### src/rtl/fsr_pkg.sv
package fsr_pkg;
  localparam int REG_W      = 64;
  localparam int EXC_W      = 5;
  localparam int CEXC_LSB   = 0;
  localparam int ACC_SHIFT  = 5;
  localparam int AEXC_LSB   = CEXC_LSB + ACC_SHIFT;
  localparam int NV_POS     = 4;
  localparam int FCC_BASE   = 10;
  localparam int FCC_FAR    = 22;
  localparam int FCC_W      = 2;
  localparam int FCC_N      = 4;
  localparam int SEL_W      = $clog2(FCC_N);
  localparam int FTT_LSB    = 14;
  localparam int FTT_W      = 3;
  localparam logic [FTT_W-1:0] FTT_IEEE = 3'd1;
  localparam int TEM_SHIFT  = 23;
  localparam int TEM_LSB    = CEXC_LSB + TEM_SHIFT;
  localparam int RND_LSB    = 30;
  localparam int RND_W      = 2;

  typedef enum logic [RND_W-1:0] {
    RND_NEAREST = 2'd0, RND_ZERO = 2'd1, RND_POS_INF = 2'd2, RND_NEG_INF = 2'd3
  } rnd_e;

  typedef enum logic [1:0] {
    CMP_EQ = 2'd0, CMP_LT = 2'd1, CMP_GT = 2'd2, CMP_UN = 2'd3
  } cmp_e;

  typedef struct packed {
    logic             load;
    logic             setCexc;
    logic             mergeAcc;
    logic             orCexcNv;
    logic             setAccNv;
    logic             markTrap;
    logic             writeFcc;
    logic [FCC_W-1:0] fccVal;
    logic [SEL_W-1:0] fccSel;
    logic [EXC_W-1:0] excVal;
  } strobe_t;

  function automatic int fccLsb(input int idx);
    return (idx == 0) ? FCC_BASE : FCC_BASE + FCC_FAR + FCC_W * (idx - 1);
  endfunction
endpackage

### src/rtl/fsr_ctrl.sv
module fsr_ctrl
  import fsr_pkg::*;
(
  input  logic             clk,
  input  logic             rstN,
  input  logic             wrEn,
  input  logic             opValid,
  input  logic [EXC_W-1:0] excFlags,
  input  logic             cmpValid,
  input  logic [1:0]       cmpResult,
  input  logic [SEL_W-1:0] cmpSel,
  input  logic             cmpSignal,
  input  logic [EXC_W-1:0] temField,
  output strobe_t          strb,
  output logic             trapPulse
);
  cmp_e cmpKind;
  logic pastValid;

  assign cmpKind = cmp_e'(cmpResult);

  always_comb begin
    strb = '0;
    if (wrEn) begin
      strb.load = 1'b1;
    end else if (cmpValid) begin
      strb.writeFcc = 1'b1;
      strb.fccSel   = cmpSel;
      strb.fccVal   = {(cmpKind == CMP_GT) || (cmpKind == CMP_UN),
                       (cmpKind == CMP_LT) || (cmpKind == CMP_UN)};
      if (cmpKind == CMP_UN) begin
        if (temField[NV_POS] || cmpSignal) begin
          strb.orCexcNv = 1'b1;
          strb.markTrap = 1'b1;
        end else begin
          strb.setAccNv = 1'b1;
        end
      end
    end else if (opValid) begin
      strb.setCexc = 1'b1;
      strb.excVal  = excFlags;
      if ((excFlags & temField) != '0) strb.markTrap = 1'b1;
      else                             strb.mergeAcc = 1'b1;
    end
  end

  always_ff @(posedge clk) begin
    if (!rstN) begin
      trapPulse <= 1'b0;
      pastValid <= 1'b0;
    end else begin
      trapPulse <= strb.markTrap;
      pastValid <= 1'b1;
    end
  end

  // a trap request always follows an operation or compare
  p_trap_cause_r4: assert property (@(posedge clk) disable iff (!rstN)
    (pastValid && trapPulse) |-> ($past(opValid || cmpValid) && !$past(wrEn)));

  // a write never yields a trap request
  p_write_no_trap_r10: assert property (@(posedge clk) disable iff (!rstN)
    wrEn |=> !trapPulse);

  // ordered compares never trap
  p_ordered_no_trap_r8: assert property (@(posedge clk) disable iff (!rstN)
    (!wrEn && cmpValid && cmpResult != 2'd3) |=> !trapPulse);
endmodule

### src/rtl/fsr_datapath.sv
module fsr_datapath
  import fsr_pkg::*;
(
  input  logic             clk,
  input  logic             rstN,
  input  strobe_t          strb,
  input  logic [REG_W-1:0] wrData,
  input  logic             trapPulse,
  output logic [REG_W-1:0] regQ,
  output logic [RND_W-1:0] roundMode
);
  logic [REG_W-1:0] regD;
  logic [FCC_N-1:0][FCC_W-1:0] fccNext;
  logic pastValid;
  rnd_e rndDec;

  for (genvar g = 0; g < FCC_N; g++) begin : g_fcc
    localparam int Lsb = fccLsb(g);
    assign fccNext[g] = (strb.writeFcc && strb.fccSel == SEL_W'(g))
                        ? strb.fccVal : regQ[Lsb +: FCC_W];
  end

  always_comb begin
    regD = regQ;
    if (strb.load) begin
      regD = wrData;
    end else begin
      if (strb.setCexc)  regD[CEXC_LSB +: EXC_W] = strb.excVal;
      if (strb.orCexcNv) regD[CEXC_LSB + NV_POS] = 1'b1;
      if (strb.mergeAcc) regD[AEXC_LSB +: EXC_W] = regQ[AEXC_LSB +: EXC_W] | strb.excVal;
      if (strb.setAccNv) regD[AEXC_LSB + NV_POS] = 1'b1;
      if (strb.markTrap) regD[FTT_LSB +: FTT_W]  = FTT_IEEE;
      for (int k = 0; k < FCC_N; k++) regD[fccLsb(k) +: FCC_W] = fccNext[k];
    end
  end

  always_ff @(posedge clk) begin
    if (!rstN) begin
      regQ      <= '0;
      pastValid <= 1'b0;
    end else begin
      regQ      <= regD;
      pastValid <= 1'b1;
    end
  end

  always_comb begin
    case (regQ[RND_LSB +: RND_W])
      2'd0:    rndDec = RND_NEAREST;
      2'd1:    rndDec = RND_ZERO;
      2'd2:    rndDec = RND_POS_INF;
      default: rndDec = RND_NEG_INF;
    endcase
  end
  assign roundMode = rndDec;

  // a write lands whole
  p_load_r10: assert property (@(posedge clk) disable iff (!rstN)
    (pastValid && $past(strb.load)) |-> regQ == $past(wrData));

  // accrued field keeps every merged flag
  p_merge_r3: assert property (@(posedge clk) disable iff (!rstN)
    (pastValid && $past(strb.mergeAcc)) |->
      ((regQ[AEXC_LSB +: EXC_W] & $past(strb.excVal)) == $past(strb.excVal)));

  // trap request comes with the IEEE trap type in the register
  p_trap_type_r7: assert property (@(posedge clk) disable iff (!rstN)
    trapPulse |-> regQ[FTT_LSB +: FTT_W] == FTT_IEEE);

  // ordered compares leave exception fields alone
  p_ordered_keep_r8: assert property (@(posedge clk) disable iff (!rstN)
    (pastValid && $past(strb.writeFcc) && !$past(trapPulse) && !trapPulse
     && !$past(strb.setAccNv))
      |-> regQ[AEXC_LSB + EXC_W - 1 : CEXC_LSB] == $past(regQ[AEXC_LSB + EXC_W - 1 : CEXC_LSB]));
endmodule

### src/rtl/fsr_unit.sv
module fsr_unit
  import fsr_pkg::*;
(
  input  logic             clk,
  input  logic             rstN,
  input  logic             wrEn,
  input  logic [REG_W-1:0] wrData,
  input  logic             opValid,
  input  logic [EXC_W-1:0] excFlags,
  input  logic             cmpValid,
  input  logic [1:0]       cmpResult,
  input  logic [SEL_W-1:0] cmpSel,
  input  logic             cmpSignal,
  output logic [REG_W-1:0] fsrValue,
  output logic [RND_W-1:0] roundMode,
  output logic             trapPulse
);
  strobe_t strb;

  fsr_ctrl ctrl_i (
    .clk(clk), .rstN(rstN), .wrEn(wrEn), .opValid(opValid), .excFlags(excFlags),
    .cmpValid(cmpValid), .cmpResult(cmpResult), .cmpSel(cmpSel), .cmpSignal(cmpSignal),
    .temField(fsrValue[TEM_LSB +: EXC_W]), .strb(strb), .trapPulse(trapPulse)
  );

  fsr_datapath dp_i (
    .clk(clk), .rstN(rstN), .strb(strb), .wrData(wrData), .trapPulse(trapPulse),
    .regQ(fsrValue), .roundMode(roundMode)
  );
endmodule

### config.mk
export PLATFORM = sky130hd
export DESIGN_NAME = fsr_unit
export DESIGN_NICKNAME = d
export VERILOG_FILES = /design/src/rtl/fsr_pkg.sv /design/src/rtl/fsr_ctrl.sv /design/src/rtl/fsr_datapath.sv /design/src/rtl/fsr_unit.sv
export SDC_FILE = /design/constraint.sdc
export NUM_CORES = 1
export LEC_CHECK = 0
export BUFFER_PORTS_ARGS = -buffer_cell sky130_fd_sc_hd__buf_2
export CAP_MARGIN = 20
export CORE_MARGIN = 3
export CORE_UTILIZATION = 47
export CTS_CLUSTER_SIZE = 8
export DETAILED_ROUTE_END_ITERATION = 8
export GPL_TIMING_DRIVEN = 0
export PLACE_DENSITY = 0.91
export SYNTH_ARGS = -nofsm -noshare
export SYNTH_HDL_FRONTEND = slang
export SYNTH_SLANG_ARGS = --single-unit
### constraint.sdc
create_clock -name clk -period 3.6 [get_ports clk]
set_clock_uncertainty 0.1 [all_clocks]
set_input_delay 0.54 -clock clk [delete_from_list [all_inputs] [get_ports clk]]
set_output_delay 0.54 -clock clk [all_outputs]
set_load 0.05 [all_outputs]
==> qor.txt <==
Status: complete, no violations
Final setup vio count: 0
Synth Cell Area: 2560 um2
Final worst-path cycle share: 50.7%
Placed cells: 472
Pins Over Slew Limit: 0
First-pass GRT wire length: 11600 um
Worst Hold Class: input pin to flop
DR vias: 2531
Synth Warn #: 0
Combinational power share: 20.0%
CTS max path bufs: 2
Mean post-synth cell area: 9.95 um2
Clock Power Share: 39.0%
Asr flop ratio synth: 0%
Num Clock Sinks: 65
Post-CTS Setup Bufs: 0
Fin area: 3610 um2
Fin. Hold Viols: 0
# rows: 26
Largest net degree at the start of global routing: 12
Area Overhead vs Synth: 41.4%
Syn Nets: 336
GR Overflow Total: 0
Routed vias/inst: 5.19
Die extent in y: 79.7 um
Flops & latches, synth: 65
Distinct cell type count after synthesis: 35
NetSw: 0.000564 W
Placed instance area: 3370 um2
Register share of total power: 41.0%
Number of global-route vias before repair: 2504
Slew margin rel.: 38.7%
Clock-pin slew of the registers on the worst-case setup and hold paths: 0.07 ns
Total Wirelength: 7170 um
Non-filler cells, final: 488
Worst endpoint required time: 3.76 ns
HPWL after DPL: 5440 um
CP Class: flop to flop
H-tree level count: 3
GRT Resource Usage Total: 23.1%
Switching share of power: 29.3%
Clock root buffer: clkbuf_8
Design Power: 0.00192 W
Post-layout min period: 1.83 ns
RSZ-0062 raised after global routing: no
Fillers: 429
# DRC: 0
Diode count: 0
IO buf count: 145
# resized after CTS: 0
Max Clk Rate: 548 MHz
CTS Hold Bufs: 0
Primary FF master, synth: dfxtp_1
Post-DRT Antenna Nets: 0
Power Dens Cells: 532 nW/um2
Data arrival time of the critical path: 1.98 ns
Startpoint types: flop
Setup TNS: 0 ns
Die Wd: 79.7 um
Worst-skew pair later-pin latency: 0.32 ns
TritonCTS Buffers: 9
DR iter-0 viols: 121
CTS tree: done
CORE AREA: 5170 um2
Num ports: 146
Layout cells sized above 1: 41.4%
Max-Cap Viols: 0
EDFF count, synth: 0
Crit path max fanout: 7
Cells after Synth: 257
Initial Utilization: 49.4%
Die area: 6360 um2
RD Place Congestion: 0.783
DR WL/cell: 14.7 um
Internal Power: 0.00136 W
Worst Max-Slew Pin Slew: 0.920 ns
Drt pass-1 iters: 5
Initial antenna violation count: 0
Total Nets Final: 492
Crit. End Element: flop
Lkg Pwr: 1.87 nW
Max IR drop VDD: 0.314 mV
Seq/Total Area, Yosys: 50.9%
==> through the flow <==
step	hold slack (ns)	util [%]	worst slack [ns]
2_1_floorplan	0.578	-	1.83
3_3_place_gp	0.367	65.1	1.62
3_5_place_dp	0.375	65.1	1.55
4_1_cts	0.334	69.9	1.84
5_1_grt	0.347	69.9	1.64
6_report	0.349	69.9	1.77
==> placed cells by master, fill, tap and decap left out, drive strengths merged <==
cell type  instances
nand3b             2
a31oi              6
nand2b             1
o2bb2a             2
o31ai              2
and3b              1
inv                2
a22o               2
o2111a             1
o21ai              7
nor4bb             1
nor2              49
nor3b              3
o2111ai            1
a222oi             1
clkinv             1
a211oi             5
clkbuf            21
buf              154
a21o               1
a21oi              9
dfxtp             65
nand2              6
a22oi              1
nand4              3
nand3              6
or4b               1
nor2b              3
bufinv             3
clkinvlp           1
a41oi              4
mux2i             50
or3b               1
o21a               2
==> path summary, 6_finish.rpt <==
| path | from | end | slack, ns | cells past startpoint |
|---|---|---|---|---|
| hold / removal | wrData[23] | dp_i.regQ[23]$_SDFFE_PN0P_ | 0.35 | 3 |
| setup / recovery | dp_i.regQ[27]$_SDFFE_PN0P_ | dp_i.regQ[7]$_SDFFE_PN0P_ | 1.77 | 3 |
| hold reg to reg | dp_i.regQ[15]$_SDFFE_PN0P_ | dp_i.regQ[15]$_SDFFE_PN0P_ | 0.38 | 2 |
| setup reg to reg | dp_i.regQ[27]$_SDFFE_PN0P_ | dp_i.regQ[7]$_SDFFE_PN0P_ | 1.77 | 3 |
==> registers in the layout (all words and copies together), names as in the netlist <==
signal	count
dp_i.regQ	64
ctrl_i.trapPulse	1
==> metal layers <==
layer | up-vias | routed length [um] | global-route usage [%]
li1 | 1223 | - | -
met1 | 1189 | 2770 | 27.5
met2 | 110 | 3720 | 39.9
met3 | 9 | 592 | 5.30
met4 | 0 | 83 | 9.29
met5 | - | 0 | 0
==> power groups by stage <==
stage               clock, W  sequential [W]  combinational, W
floorplan                  0        0.000957          0.000111
global placement           0        0.000800          0.000378
detailed placement         0        0.000803          0.000385
CTS                 0.000759        0.000788          0.000387
global route        0.000788        0.000793          0.000411
finish              0.000750        0.000788          0.000385
==> critical path, stage by stage, from the launching register on <==
cell	delay (ns)
dfxtp_1	0.38
a222oi_1	0.83
a41oi_1	0.27
a21oi_1	0.19
==> logic make-up after synthesis <==
| kind of cell | count (synthesis) | synth area share, % |
|---|---|---|
| simple gates | 77 | 13.9 |
| flops | 65 | 50.9 |
| mux | 50 | 19.6 |
| compound gates | 44 | 12.0 |
| buf+inv | 21 | 3.57 |
==> cell usage after synthesis, types with 2 or more instances <==
library cell  instances  area, um2
a41oi_1               4       35.0
a31oi_1               6       37.5
o31ai_1               2       15.0
nor2b_1               3       18.8
clkbuf_1             10       37.5
nand2_1               6       22.5
o2bb2a_1              2       20.0
dfxtp_1              65       1300
mux2i_1              50        500
nor3b_1               3       22.5
nand3_1               6       30.0
a211oi_1              5       37.5
nand4_1               3       18.8
a21oi_1               8       40.0
nand3b_1              2       15.0
a22o_1                2       17.5
nor2_1               49        184
buf_2                 7       35.0
o21ai_0               7       35.0
o21a_1                2       15.0
==> final cells by class <==
cell class	instances	area (um2)	area share, %
flip-flops and latches	65	1300	36.0
multi-input cells	171	1160	32.2
repair buffers	145	726	20.1
clock buffers	11	141	3.91
clock inverters	5	103	2.84
well taps	70	87.6	2.42
plain buffers	19	83.8	2.32
inverters	2	7.51	0.208
(Power assumes the default switching activity.)
